### config.mk
export PLATFORM = sky130hd
export DESIGN_NAME = mshr_file
export DESIGN_NICKNAME = d
export VERILOG_FILES = /design/src/rtl/mshr_pkg.sv /design/src/rtl/mshr_entry.sv /design/src/rtl/mshr_lookup.sv /design/src/rtl/mshr_file.sv
export SDC_FILE = /design/constraint.sdc
export NUM_CORES = 1
export LEC_CHECK = 0
export BUFFER_PORTS_ARGS = -buffer_cell sky130_fd_sc_hd__buf_4
export CAP_MARGIN = 20
export CORE_ASPECT_RATIO = 0.7
export CORE_MARGIN = 3
export CORE_UTILIZATION = 46
export CTS_CLUSTER_SIZE = 40
export DETAILED_ROUTE_END_ITERATION = 8
export GPL_TIMING_DRIVEN = 0
export PLACE_DENSITY = 0.62
export SYNTH_ARGS = -nofsm -noshare
export SYNTH_HDL_FRONTEND = slang
export SYNTH_HIERARCHICAL = 1
export SYNTH_SLANG_ARGS = --single-unit
### constraint.sdc
create_clock -name clk -period 5.93 [get_ports clk]
set_input_delay 0.593 -clock clk [delete_from_list [all_inputs] [get_ports clk]]
set_output_delay 0.593 -clock clk [all_outputs]
set_load 0.005 [all_outputs]
### src/rtl/mshr_pkg.sv
package mshr_pkg;
  typedef enum logic [2:0] {
    LK_NONE  = 3'd0,
    LK_HIT   = 3'd1,
    LK_ALLOC = 3'd2,
    LK_MERGE = 3'd3,
    LK_STALL = 3'd4
  } lk_kind_e;
endpackage

### src/rtl/mshr_entry.sv
module mshr_entry #(
  parameter int LINE_W = 25,
  parameter int ID_W   = 6,
  parameter int WAYS   = 4,
  localparam int CNT_W = $clog2(WAYS + 1)
) (
  input  logic                 clk,
  input  logic                 rst_n,
  input  logic                 alloc_en,
  input  logic [LINE_W-1:0]    alloc_line,
  input  logic                 alloc_is_ld,
  input  logic                 merge_ld_en,
  input  logic [ID_W-1:0]      req_id,
  input  logic                 fill_en,
  output logic                 valid_o,
  output logic [LINE_W-1:0]    line_o,
  output logic [CNT_W-1:0]     cnt_o,
  output logic [WAYS*ID_W-1:0] ids_o
);
  logic              valid_q;
  logic [LINE_W-1:0] line_q;
  logic [CNT_W-1:0]  cnt_q;
  logic [ID_W-1:0]   ids_q [WAYS];

  always_ff @(posedge clk) begin
    if (!rst_n) begin
      valid_q <= 1'b0;
      cnt_q   <= '0;
      line_q  <= '0;
      for (int k = 0; k < WAYS; k++) ids_q[k] <= '0;
    end else if (fill_en) begin
      valid_q <= 1'b0;
      cnt_q   <= '0;
    end else if (alloc_en) begin
      valid_q  <= 1'b1;
      line_q   <= alloc_line;
      cnt_q    <= alloc_is_ld ? CNT_W'(1) : '0;
      ids_q[0] <= req_id;
    end else if (merge_ld_en) begin
      for (int k = 0; k < WAYS; k++)
        if (k == int'(cnt_q)) ids_q[k] <= req_id;
      cnt_q <= cnt_q + CNT_W'(1);
    end
  end

  assign valid_o = valid_q;
  assign line_o  = line_q;
  assign cnt_o   = cnt_q;

  for (genvar g = 0; g < WAYS; g++) begin : g_ids
    assign ids_o[g*ID_W +: ID_W] = ids_q[g];
  end


  alloc_free_chk: assert property (@(posedge clk) disable iff (!rst_n)
    alloc_en |-> !valid_q);

  merge_live_chk: assert property (@(posedge clk) disable iff (!rst_n)
    merge_ld_en |-> (valid_q && (int'(cnt_q) < WAYS)));

  cnt_bound_chk: assert property (@(posedge clk) disable iff (!rst_n)
    int'(cnt_q) <= WAYS);
endmodule

### src/rtl/mshr_lookup.sv
module mshr_lookup #(
  parameter int N      = 8,
  parameter int LINE_W = 25,
  parameter int WAYS   = 4,
  localparam int CNT_W = $clog2(WAYS + 1),
  localparam int IDX_W = $clog2(N)
) (
  input  logic [N-1:0]        ent_valid,
  input  logic [N*LINE_W-1:0] ent_lines,
  input  logic [N*CNT_W-1:0]  ent_cnts,
  input  logic [LINE_W-1:0]   probe_line,
  output logic [N-1:0]        hit_vec,
  output logic                hit_any,
  output logic [IDX_W-1:0]    hit_idx,
  output logic                hit_full,
  output logic                free_any,
  output logic [IDX_W-1:0]    free_idx
);
  function automatic logic [IDX_W-1:0] lowest_set(input logic [N-1:0] v);
    logic [IDX_W-1:0] r;
    r = '0;
    for (int i = N - 1; i >= 0; i--)
      if (v[i]) r = IDX_W'(i);
    return r;
  endfunction

  for (genvar g = 0; g < N; g++) begin : g_cmp
    assign hit_vec[g] = ent_valid[g] && (ent_lines[g*LINE_W +: LINE_W] == probe_line);
  end

  always_comb begin
    hit_full = 1'b0;
    for (int i = 0; i < N; i++)
      if (hit_vec[i] && (int'(ent_cnts[i*CNT_W +: CNT_W]) == WAYS)) hit_full = 1'b1;
  end

  assign hit_any  = |hit_vec;
  assign hit_idx  = lowest_set(hit_vec);
  assign free_any = ~&ent_valid;
  assign free_idx = lowest_set(~ent_valid);
endmodule

### src/rtl/mshr_file.sv
module mshr_file #(
  parameter int ADDR_W     = 32,
  parameter int LINE_BYTES = 128,
  parameter int N          = 8,
  parameter int WAYS       = 4,
  parameter int ID_W       = 6,
  localparam int OFF_W  = $clog2(LINE_BYTES),
  localparam int LINE_W = ADDR_W - OFF_W,
  localparam int IDX_W  = $clog2(N),
  localparam int CNT_W  = $clog2(WAYS + 1)
) (
  input  logic                 clk,
  input  logic                 rst_n,
  input  logic                 lk_valid,
  input  logic                 lk_hit,
  input  logic                 lk_pf,
  input  logic [ADDR_W-1:0]    lk_addr,
  input  logic [ID_W-1:0]      lk_id,
  output logic                 lk_stall,
  output logic                 mem_req_valid,
  output logic [IDX_W-1:0]     mem_req_tag,
  output logic [LINE_W-1:0]    mem_req_line,
  input  logic                 fill_valid,
  input  logic [IDX_W-1:0]     fill_tag,
  output logic                 done_valid,
  output logic [IDX_W-1:0]     done_tag,
  output logic [LINE_W-1:0]    done_line,
  output logic [WAYS-1:0]      done_mask,
  output logic [WAYS*ID_W-1:0] done_ids
);
  import mshr_pkg::*;

  function automatic logic [WAYS-1:0] cnt_mask(input logic [CNT_W-1:0] c);
    logic [WAYS-1:0] m;
    for (int k = 0; k < WAYS; k++) m[k] = (k < int'(c));
    return m;
  endfunction

  logic [N-1:0]           ent_valid;
  logic [N*LINE_W-1:0]    ent_lines;
  logic [N*CNT_W-1:0]     ent_cnts;
  logic [N*WAYS*ID_W-1:0] ent_ids;

  logic [LINE_W-1:0] probe_line;
  logic [N-1:0]      hit_vec;
  logic              hit_any, hit_full, free_any;
  logic [IDX_W-1:0]  hit_idx, free_idx;

  assign probe_line = lk_addr[ADDR_W-1:OFF_W];

  mshr_lookup #(.N(N), .LINE_W(LINE_W), .WAYS(WAYS)) u_lookup (
    .ent_valid (ent_valid),
    .ent_lines (ent_lines),
    .ent_cnts  (ent_cnts),
    .probe_line(probe_line),
    .hit_vec   (hit_vec),
    .hit_any   (hit_any),
    .hit_idx   (hit_idx),
    .hit_full  (hit_full),
    .free_any  (free_any),
    .free_idx  (free_idx)
  );

  // named internal events
  logic     miss_ev, fill_live_ev, collide_ev, alloc_ev, merge_ld_ev;
  lk_kind_e lk_kind;

  assign miss_ev      = lk_valid && !lk_hit;
  assign fill_live_ev = fill_valid && ent_valid[fill_tag];
  assign collide_ev   = miss_ev && fill_valid && hit_any && (hit_idx == fill_tag);

  always_comb begin
    if (!lk_valid)                           lk_kind = LK_NONE;
    else if (lk_hit)                         lk_kind = LK_HIT;
    else if (collide_ev)                     lk_kind = LK_STALL;
    else if (hit_any && !lk_pf && hit_full)  lk_kind = LK_STALL;
    else if (hit_any)                        lk_kind = LK_MERGE;
    else if (!free_any)                      lk_kind = LK_STALL;
    else                                     lk_kind = LK_ALLOC;
  end

  assign lk_stall    = (lk_kind == LK_STALL);
  assign alloc_ev    = (lk_kind == LK_ALLOC);
  assign merge_ld_ev = (lk_kind == LK_MERGE) && !lk_pf;

  for (genvar g = 0; g < N; g++) begin : g_ent
    mshr_entry #(.LINE_W(LINE_W), .ID_W(ID_W), .WAYS(WAYS)) u_ent (
      .clk        (clk),
      .rst_n      (rst_n),
      .alloc_en   (alloc_ev && (free_idx == IDX_W'(g))),
      .alloc_line (probe_line),
      .alloc_is_ld(!lk_pf),
      .merge_ld_en(merge_ld_ev && (hit_idx == IDX_W'(g))),
      .req_id     (lk_id),
      .fill_en    (fill_valid && (fill_tag == IDX_W'(g))),
      .valid_o    (ent_valid[g]),
      .line_o     (ent_lines[g*LINE_W +: LINE_W]),
      .cnt_o      (ent_cnts[g*CNT_W +: CNT_W]),
      .ids_o      (ent_ids[g*WAYS*ID_W +: WAYS*ID_W])
    );
  end

  // fill-side selection
  logic [LINE_W-1:0]    sel_line;
  logic [CNT_W-1:0]     sel_cnt;
  logic [WAYS*ID_W-1:0] sel_ids;

  always_comb begin
    sel_line = '0;
    sel_cnt  = '0;
    sel_ids  = '0;
    for (int i = 0; i < N; i++)
      if (fill_tag == IDX_W'(i)) begin
        sel_line = ent_lines[i*LINE_W +: LINE_W];
        sel_cnt  = ent_cnts[i*CNT_W +: CNT_W];
        sel_ids  = ent_ids[i*WAYS*ID_W +: WAYS*ID_W];
      end
  end

  always_ff @(posedge clk) begin
    if (!rst_n) begin
      mem_req_valid <= 1'b0;
      mem_req_tag   <= '0;
      mem_req_line  <= '0;
      done_valid    <= 1'b0;
      done_tag      <= '0;
      done_line     <= '0;
      done_mask     <= '0;
      done_ids      <= '0;
    end else begin
      mem_req_valid <= alloc_ev;
      if (alloc_ev) begin
        mem_req_tag  <= free_idx;
        mem_req_line <= probe_line;
      end
      done_valid <= fill_live_ev;
      if (fill_live_ev) begin
        done_tag  <= fill_tag;
        done_line <= sel_line;
        done_mask <= cnt_mask(sel_cnt);
        done_ids  <= sel_ids;
      end
    end
  end


  mem_req_live_chk: assert property (@(posedge clk) disable iff (!rst_n)
    mem_req_valid |-> ent_valid[mem_req_tag]);

  hit_quiet_chk: assert property (@(posedge clk) disable iff (!rst_n)
    (lk_valid && lk_hit && !fill_valid) |=> (!mem_req_valid && $stable(ent_valid)));

  stall_no_change_chk: assert property (@(posedge clk) disable iff (!rst_n)
    (lk_stall && !fill_valid) |=> (!mem_req_valid && $stable(ent_valid)));

  done_follows_fill_chk: assert property (@(posedge clk) disable iff (!rst_n)
    done_valid |-> $past(fill_valid));

  single_match_chk: assert property (@(posedge clk) disable iff (!rst_n)
    $onehot0(hit_vec));
endmodule

# Word level (Yosys, flattened, before mapping)
# Memory sizes are Yosys's and may differ from the RTL's.
# Cells that the tools add are included.
# word_totals
memories,8
elab_cells,593
ff_bits,318
out_inout_bits,87
romBits,0
input_bits,47
mem_bits_rw,192
latchBits,0
# mem_list
name,words,word_bits,rd,rd_clocked_by_memory_dff,write_ports,line_no,source
g_ent[0].u_ent.ids_q,4,6,4,0,4,mshr_entry.sv:23,logic [ID_W-1:0] ids_q [WAYS];
g_ent[1].u_ent.ids_q,4,6,4,0,4,mshr_entry.sv:23,
g_ent[2].u_ent.ids_q,4,6,4,0,4,mshr_entry.sv:23,
g_ent[3].u_ent.ids_q,4,6,4,0,4,mshr_entry.sv:23,
g_ent[4].u_ent.ids_q,4,6,4,0,4,mshr_entry.sv:23,
g_ent[5].u_ent.ids_q,4,6,4,0,4,mshr_entry.sv:23,
+2 memories,-,-,-,-,-,-,
# op_classes
mul,0
div_mod_pow,0
magnitude_cmp,5
bitwise,50
n_shift,0
mux,338
eq_ne,65
add_sub_neg,8
reduce_logical,87
# ops
cell,n
2-to-1 mux 6 bit,40
2-to-1 mux 1 bit,235
== test 25 bit,8
2-to-1 mux 25 bit,8
2-to-1 mux 24 bit,8
2-to-1 mux 3 bit,46
"== test 3 bit, second input constant",21
"== test 3 bit, first input constant",16
logical AND 1 bit,48
OR 1 bit,40
logical NOT 3 bit,11
"adder 3 x 1 -> 3 bit, second input constant",8
"== test 2 x 3 -> 1 bit, first input constant",8
"== test 3 x 2 -> 1 bit, second input constant",8
AND reduction 2 bit,8
nonzero test 2 bit,8
OR reduction 2 bit,8
"== test 3 x 1 -> 1 bit, second input constant",3
inverter 1 bit,9
inverter 8 bit,1
AND reduction 8 bit,1
OR reduction 8 bit,1
"less-than comparator 1 x 3 -> 1 bit, first input constant",2
"less-than comparator 2 x 3 -> 1 bit, first input constant",2
4 further kinds,5

# Depth between registers and ports, before layout
# Gate-level depths: netlist (run 1).
# depth
word_depth,25
mapped_depth,20
mapped_depth_nobuf,17

# Cells and area by module
# The synthesis (run 1) kept the hierarchy.
# by_module_without_submodules
mod,n_inst,seq_area_each_um2,cells_each,area_each_um2
mshr_entry at g_ent[0].u_ent ...,7,1301.2,199,2172.1
mshr_file,1,1721.7,698,6696.4
mshr_lookup,1,0.0,344,2752.6
mshr_entry at g_ent[4].u_ent,1,1301.2,200,2142.1

# Least setup slack after synthesis (run 1)
# No wires, ideal clock.
# synth_path
path_kind,input to register
from,input port lk_addr[31]
to,memory g_ent[4].u_ent.ids_q[2][0] (enable)
setup_time_ns,0.377
path_stages,18
slack_ns,1.602
t_required_ns,5.553
path_buffers,3
t_arrival_ns,3.951
path_cell_list,buf_6 -> xor2_1 -> nor4_1 -> nand3_1 -> nor4_4 -> o21bai_2 -> a21oi_1 -> clkbuf_2 -> xor2_1 -> nor3_1 -> a41oi_1 -> nor4b_1 -> nand2_1 -> nor3_1 -> buf_2 -> nor3b_2 -> nand2_1 -> o21ai_0
# synth_lines
item,line_no,source
"start, declared",mshr_file.sv:17,"input logic [ADDR_W-1:0] lk_addr,"
"end, declared",mshr_entry.sv:23,

==> results.md, run 1 <==
- Met2 WL: 38000 µm
- Hold_sp: lk_addr[28]
- Hold worst-path end: g_ent[0].u_ent/line_o[21]
- # H-tree levels: 2
- Max FO, Critical Path: 10
- Dominant synthesized flop cell: dfxtp_1
- DR iter-0 viols: 3093
- Worst skew pair latency: 0.62 ns
- Final Power: 8030 µW
- EDFF count, synth: 192
- Number of global-route vias before repair: 20.0k
- Critical Path AT: 5.70 ns
- Core ar.: 57200 µm²
- Met3 wire length: 13800 µm
- Synth Warn #: 6
- Clk slew on worst S/H paths: 0.06 ns
- Hold Fails Final Rpt: 0
- Die Area: 61200 µm²
- Worst-path cell chain: buf_4 > buf_2 > xnor2_1 > nand4_1 > nor3_1 > o211ai_1 > a21oi_2 > o21bai_2 > a21oi_1 > clkbuf_2 > xor2_1 > nor3_1 > a41oi_1 > nor4b_1 > nor2b_1 > and3_1 > buf_4 > nand3b_1 > o21ai_0
- Final setup viols: 0
- CTS tree: done
- Avg WL per Cell: 27.8 µm
- Mean Syn Cell Area: 10.2 µm²
- Worst setup margin: 0.448 ns
- DRC viols: 0
- Power per cell area: 263 nW/µm²
- Number of buffers created by CTS: 51
- Fill cells: 5060
- Kind of critical path: in -> reg
- Worst Max-Slew Pin Slew: 1.22 ns
- Share of cells above drive strength 1: 21.1%
- Sequential-to-total area share from yosys stat: 45.3%
- Critical Path RT: 6.15 ns
- Max_cap viols: 0
- Via/cell ratio: 5.97
- Port buffer count: 123
- Routed Wire Length: 101000 µm
- Pin count of the biggest net entering global routing: 43
- CTS Sinks: 510
- # IOs: 134
- Worst min-delay path category: in -> reg
- Reg2Reg Depth: 17
- Maximum buffer depth of the clock tree: 3
- R2R setup slack: 0.49 ns
- Initial core utilization: 46.9%
- Fmax: 182 MHz
- Clk root buf: clkbuf_16
- Post-synth ARST share: 0%
- Max_slew headroom: 18.7%
- Post-CTS Hold Fix Bufs: 0
- Rows: 73
- Outcome: complete, no violations
- Die Wd: 294 µm
- Die extent in y: 208 µm
- Final period util: 92.4%
- R2R Path Start: g_ent[4].u_ent/line_o[18]
- Hold_ws: 0.351 ns
- Via count: 21.6k
- Final Slew Violations: 0
- M1 WL: 46700 µm
- Area of placed instances: 28700 µm²
- Worst r2r dst: g_ent[3].u_ent/ids_q[3][5]
- Mapped Cells: 2635
- Cell count of the worst hold path: 3
- CP max-delay cell: o21ai_0
- Dpl ws: -0.107 ns
- Final RePlAce weighted congestion: 1.00
- Final HPWL DP: 78100 µm
- Number of gates resized after cts: 0
- Initial antenna violation count: 2
- Syn Std Cell Area: 26800 µm²
- Design area: 30500 µm²
- Setup TNS: 0 ns
- Skew final: 0.0209 ns
- CP Capture Type: register
- Fin crit period: 5.48 ns
- Top routing layer used: met5
- GRT Total Usage: 32.1%
- Area grow syn2layout: 13.9%
- GRT overflow: 0
- Post-synthesis register bit count: 510
- Global-route wire length before repair: 141000 µm
- Distinct cells, synth: 65
- Critical Path Start Type: input port
- Nets: 2903
- Peak supply drop: 0.177 mV
- Pleak: 0.0112 µW
- Max incr delay on CP: 0.84 ns
- Postcts setup bufs: 0
- Remaining antenna violation count after routing: 0
- Syn Nets: 2722
- RSZ-0062 raised after global routing: no
- DRT Pass-1 Iters: 6
how the worst max path moves through the flow:
stage	depth (start not counted)	endpoint	slack [ns]	from
2_1_floorplan	18	g_ent[4].u_ent/ids_q[2][0]	1.60	lk_addr[31]
4_1_cts	18	g_ent[4].u_ent/ids_q[2][3]	0.48	g_ent[4].u_ent/line_o[18]
5_1_grt	17	g_ent[0].u_ent/ids_q[3][5]	0.29	g_ent[7].u_ent/line_o[8]
3_5_place_dp	20	g_ent[4].u_ent/ids_q[2][4]	-0.11	lk_addr[25]
3_3_place_gp	20	g_ent[4].u_ent/ids_q[2][4]	-0.08	lk_addr[25]
6_report	19	g_ent[3].u_ent/ids_q[3][5]	0.45	lk_addr[18]
registers in the layout, summed over array words and instances (netlist names), 3 cells and up:
register	cells
g_ent.u_ent/line_o	200
done_ids	24
done_tag	3
done_line	25
g_ent.u_ent/ids_q	192
done_mask	4
g_ent.u_ent/cnt_o	24
g_ent.u_ent/valid_o	8
mem_req_tag	3
mem_req_line	25
area by class of cell:
class / instances / area, µm² / area share, %
buffer: 182 / 1200 / 3.94
clock inverter: 29 / 378 / 1.24
clock buffer: 66 / 1440 / 4.70
timing repair buffer: 128 / 961 / 3.15
tap: 750 / 938 / 3.07
sequential: 510 / 12100 / 39.7
inverter: 43 / 161 / 0.529
antenna: 5 / 12.5 / 0.0410
multi-input combinational: 1900 / 13300 / 43.6
critical path, delay by kind of cell:
family                    cells  cell delay, ns
AOI/OAI and AO/OA             6            1.85
xor gates and xnor gates      2            0.39
and+or+nand+nor               7            1.78
buffers and inverters         4            1.08
synthesized netlist by cell type, types with 24 or more instances:
| library cell | count | area share, % |
|---|---|---|
| a21boi_0 | 51 | 1.4 |
| a21boi_1 | 151 | 4.2 |
| a21oi_1 | 95 | 1.8 |
| a311oi_2 | 33 | 1.8 |
| and2_1 | 92 | 2.1 |
| and2_2 | 56 | 1.6 |
| and3_1 | 24 | 0.56 |
| and3_2 | 42 | 1.2 |
| buf_2 | 38 | 0.71 |
| buf_4 | 58 | 1.6 |
| buf_6 | 30 | 1.3 |
| clkbuf_1 | 44 | 0.62 |
| dfxtp_1 | 318 | 24 |
| edfxtp_1 | 192 | 22 |
| ha_1 | 40 | 1.9 |
| inv_1 | 42 | 0.59 |
| mux4_2 | 86 | 7.2 |
| nand2_1 | 577 | 8.1 |
| nand3b_1 | 24 | 0.67 |
| nor2_1 | 114 | 1.6 |
| nor2b_1 | 27 | 0.63 |
| nor4_1 | 32 | 0.75 |
| o21ai_0 | 39 | 0.73 |
| xnor2_1 | 91 | 3.0 |
| xor2_1 | 119 | 3.9 |
cell usage in the layout, fill, tap and decap left out, types with 20 or more instances in the layout:
cell type,netlist,final
buf_2,38,38
buf_6,30,30
clkbuf_1,44,51
edfxtp_1,192,192
inv_1,42,42
a311oi_2,33,33
nand4_1,22,22
o21ai_0,39,39
and2_1,92,92
mux2i_1,22,22
buf_4,58,181
dfxtp_1,318,318
and3_1,24,24
ha_1,40,40
clkbuf_16,0,53
and3_2,42,42
xnor2_1,91,91
nand2_1,577,577
nor2b_1,27,27
a21oi_1,95,95
nor2_1,114,114
nor3_1,20,20
a21boi_1,151,151
and2_2,56,56
a21boi_0,51,51
nor4_1,32,32
mux4_2,86,86
nand3b_1,24,24
xor2_1,119,119
report_power, final:
group | leakage (µW) | switching (µW) | total [µW] | internal (µW)
logic | 0.00588 | 486 | 728 | 242
registers | 0.00444 | 53.3 | 3770 | 3710
clock network | 0.000880 | 1470 | 3540 | 2070
per-stage QoR:
| step | std cells | util [%] |
|---|---|---|
| after global routing | 3608 | 53.4 |
| final | 3613 | 53.4 |
| after detailed placement | 3508 | 50.1 |
| after floorplan | 2635 | - |
| after global placement | 3508 | 50.1 |
| after CTS | 3603 | 53.3 |
kinds of logic after synthesis:
logic type               synth area share, %
XOR/XNOR                                6.92
adder cells (fa/ha/maj)                 1.87
AND/OR/NAND/NOR                         20.2
AO/OA/AOI/OAI                           12.3
flip-flops                              45.3
multiplexers                            8.34
buffers and inverters                   5.08
routing by layer:
layer	track usage, %	vias to the layer above
li1	-	9495
met2	41.7	1273
met4	6.59	2
met5	0	-
met1	50.1	10645
met3	11.8	148
(Power assumes the default switching activity.)
==> run 2, diff against run 1 <==
--- a/config.mk
+++ b/config.mk
@@ -7,13 +7,14 @@
 export LEC_CHECK = 0
 export BUFFER_PORTS_ARGS = -buffer_cell sky130_fd_sc_hd__buf_4
 export CAP_MARGIN = 20
-export CORE_ASPECT_RATIO = 0.7
+export CORE_ASPECT_RATIO = 1.4
 export CORE_MARGIN = 3
 export CORE_UTILIZATION = 46
 export CTS_CLUSTER_SIZE = 40
 export DETAILED_ROUTE_END_ITERATION = 8
 export GPL_TIMING_DRIVEN = 0
-export PLACE_DENSITY = 0.62
+export PLACE_DENSITY = 0.64
+export REMOVE_ABC_BUFFERS = 1
 export SYNTH_ARGS = -nofsm -noshare
 export SYNTH_HDL_FRONTEND = slang
 export SYNTH_HIERARCHICAL = 1
==> constraint.sdc (replaced) <==
create_clock -name clk -period 5 [get_ports clk]
set_input_delay 0.5 -clock clk [delete_from_list [all_inputs] [get_ports clk]]
set_output_delay 0.5 -clock clk [all_outputs]
set_load 0.005 [all_outputs]
==> run 2 against run 1 <==
The run now ends with setup timing left. Sequential share of layout area increased by 0.37 points. Count of clock-buffer cells in the layout increased by 15. Die area about the same. Combinational power increased by 4.9%. Sequential power increased by 18%. Design area decreased by 0.92%. Critical path depth decreased by 6. Register-to-register slack got worse by 0.58 ns. Non-clock buffer count decreased by 136. Clock power increased by 17%. Setup slack got worse by 0.53 ns. Critical endpoint is now g_ent[6].u_ent/line_o[14].
==> results.md, run 2 (synthesis results as in run 1) <==
- Design area: 30200 µm² (-0.92%)
- Via count: 20.1k (-6.9%)
- Net Switching: 2250 µW (+12%)
- Core ar.: 57500 µm² (+0.59%)
- Routed Wire Length: 84300 µm (-16%)
- Maximum buffer depth of the clock tree: 3 (unchanged)
- Pin count of the biggest net entering global routing: 147 (+240%)
- Critical Path Start: g_ent[6].u_ent/line_o[24]
- Initial antenna violation count: 2 (unchanged)
- Max reg flops: 200 (unchanged)
- Fin crit period: 5.09 ns
- Reg2Reg Depth: 13 (-4)
- Fmax: 197 MHz
- Skew final: 0.0129 ns (-0.00804 ns)
- Worst setup margin: -0.0864 ns (-0.534 ns)
- Worst min-delay path category: in -> reg
- Outcome: complete, but fails checks
- Clk pwr share: 44.3% (+0.3 points)
- Final setup viols: 37 (+37)
- # H-tree levels: 2 (unchanged)
- Critical Path Start Type: register
- DRC viols: 0 (unchanged)
- Final period util: 102%
- Final RePlAce weighted congestion: 0.915 (-8.9%)
- CP Capture Type: register
- Reg power frac: 47.5% (+0.6 points)
- Die Area: 61200 µm² (about the same)
- Area of placed instances: 28100 µm² (-2.1%)
- Clk root buf: clkbuf_16
- GRT Total Usage: 26.9% (-5.2 points)
- DRT Pass-1 Iters: 6 (unchanged)
- Number of buffers created by CTS: 53 (+3.9%)
- R2R setup slack: -0.09 ns (-0.58 ns)
- Number of global-route vias before repair: 20.0k (+0.015%)
- Pleak: 0.0109 µW (-2.5%)
- Via/cell ratio: 5.79 (-3.0%)
- Final Power: 9370 µW (+17%)
- Die extent in y: 292 µm (+40%)
- Die Wd: 210 µm (-29%)
- Hold Fails Final Rpt: 0 (unchanged)
- Share of cells above drive strength 1: 20.2% (-0.89 points)
- GRT overflow: 0 (unchanged)
- Avg WL per Cell: 24.3 µm (-13%)
- Worst skew pair latency: 0.61 ns (about the same)
- Power per cell area: 310 nW/µm² (+18%)
- Switching share of power: 24.0% (-1.0 points)
- Final HPWL DP: 58000 µm (-26%)
- Worst Max-Slew Pin Slew: 1.15 ns (-0.0742 ns)
- Port buffer count: 126 (+2.4%)
- DR iter-0 viols: 1529 (-51%)
- Worst r2r dst: g_ent[6].u_ent/line_o[14]
- Peak supply drop: 0.353 mV (+100%)
- Rows: 104 (+42%)
- Most common cell after layout, fill and taps aside: nand2_1
- Initial core utilization: 46.6% (-0.28 points)
- Max_slew headroom: 23.0% (+4.3 points)
- CTS tree: done
- Dpl ws: -1.87 ns (-1.76 ns)
- Max FO, Critical Path: 25 (+15)
- Critical Path AT: 5.57 ns (-0.13 ns)
- Hold_ws: 0.259 ns (-0.0920 ns)
- Area grow syn2layout: 12.9%
- Most frequent cells in the layout: nand2_1, dfxtp_1, edfxtp_1
- Nets: 2770 (-4.6%)
- Max_cap viols: 0 (unchanged)
- Failing checks: setup timing
- Critical Path Sink: g_ent[6].u_ent/line_o[14]
- CTS Sinks: 510 (unchanged)
- Internal power: 7120 µW (+18%)
- Clk slew on worst S/H paths: 0.06 ns (about the same)
- Final Slew Violations: 0 (unchanged)
- Comb power frac: 8.2% (-0.9 points)
- Global-route wire length before repair: 125000 µm (-11%)
- # IOs: 134 (unchanged)
- R2R Path Start: g_ent[6].u_ent/line_o[24]
- RSZ-0062 raised after global routing: yes
- Remaining antenna violation count after routing: 0 (unchanged)
- Critical Path RT: 5.48 ns (-0.67 ns)
- Kind of critical path: reg -> reg
==> run 2: cell type report <==
cell class                 instances  area [µm²]
inverter                          43         166
tap                              742         928
clock inverter                    17         225
fill                            5177       27300
timing repair buffer             174        1670
sequential                       510       12100
clock buffer                      81        1590
antenna                            1        2.50
multi-input combinational       1901       13500
==> run 2: worst min path at each step <==
stage | start | to | slack (ns) | cells past startpoint
finish | lk_addr[25] | g_ent[5].u_ent/line_o[18] | 0.26 | 3
global route | lk_addr[9] | g_ent[6].u_ent/line_o[2] | 0.25 | 3
CTS | lk_addr[25] | g_ent[5].u_ent/line_o[18] | 0.23 | 3
detailed placement | mem_req_tag[0] | mem_req_tag[0] | 0.45 | 2
global placement | mem_req_line[11] | mem_req_line[11] | 0.44 | 2
floorplan | done_ids[14] | done_ids[14] | 0.45 | 2
==> run 2: power groups by stage <==
stage / registers, µW / clock network, µW / logic, µW
final: 4450 / 4150 / 764
after global placement: 4540 / 0 / 727
after floorplan: 4530 / 0 / 344
after global routing: 4460 / 4380 / 807
after detailed placement: 4540 / 0 / 749
after CTS: 4450 / 4220 / 755
==> run 2: routing by layer <==
layer / part of all wire (%) / track usage (%)
met2: 50 / 46.7
met3: 5.6 / 4.18
met5: 0.015 / 0
met1: 37 / 30.9
met4: 7.6 / 16.9
==> run 2: metrics by stage <==
step                util [%]  setup TNS, ns  std cells
finish                  52.6          -2.15       3469
global route            52.6          -7.19       3468
floorplan                  -              0       2453
global placement        47.8       -1128.65       3321
detailed placement      48.8        -521.33       3351
CTS                     52.4        -0.0331       3460
==> run 2: critical path, cell delays in order, from the launching register on <==
cell      delay (ns)
dfxtp_1         0.37
xor2_1          0.60
nor4_1          0.12
nand3_1         0.26
nor2_1          0.16
or2_2           0.32
nor3_1          0.20
nand3_1         0.30
and3b_4         0.67
nand2_1         0.30
nor2_1          0.65
nand2b_2        0.66
nand2_1         0.21
a21boi_0        0.11
==> run 2: timing repair <==
item | in CTS | in global routing
gates cloned | 0 | 1
buffers inserted | 11 | 4
hold endpoints to repair | 0 | 0
hold buffers | 0 | 0
pin swaps | 4 | 1
resized for setup | 42 | 13
setup endpoints to repair | 520 | 436
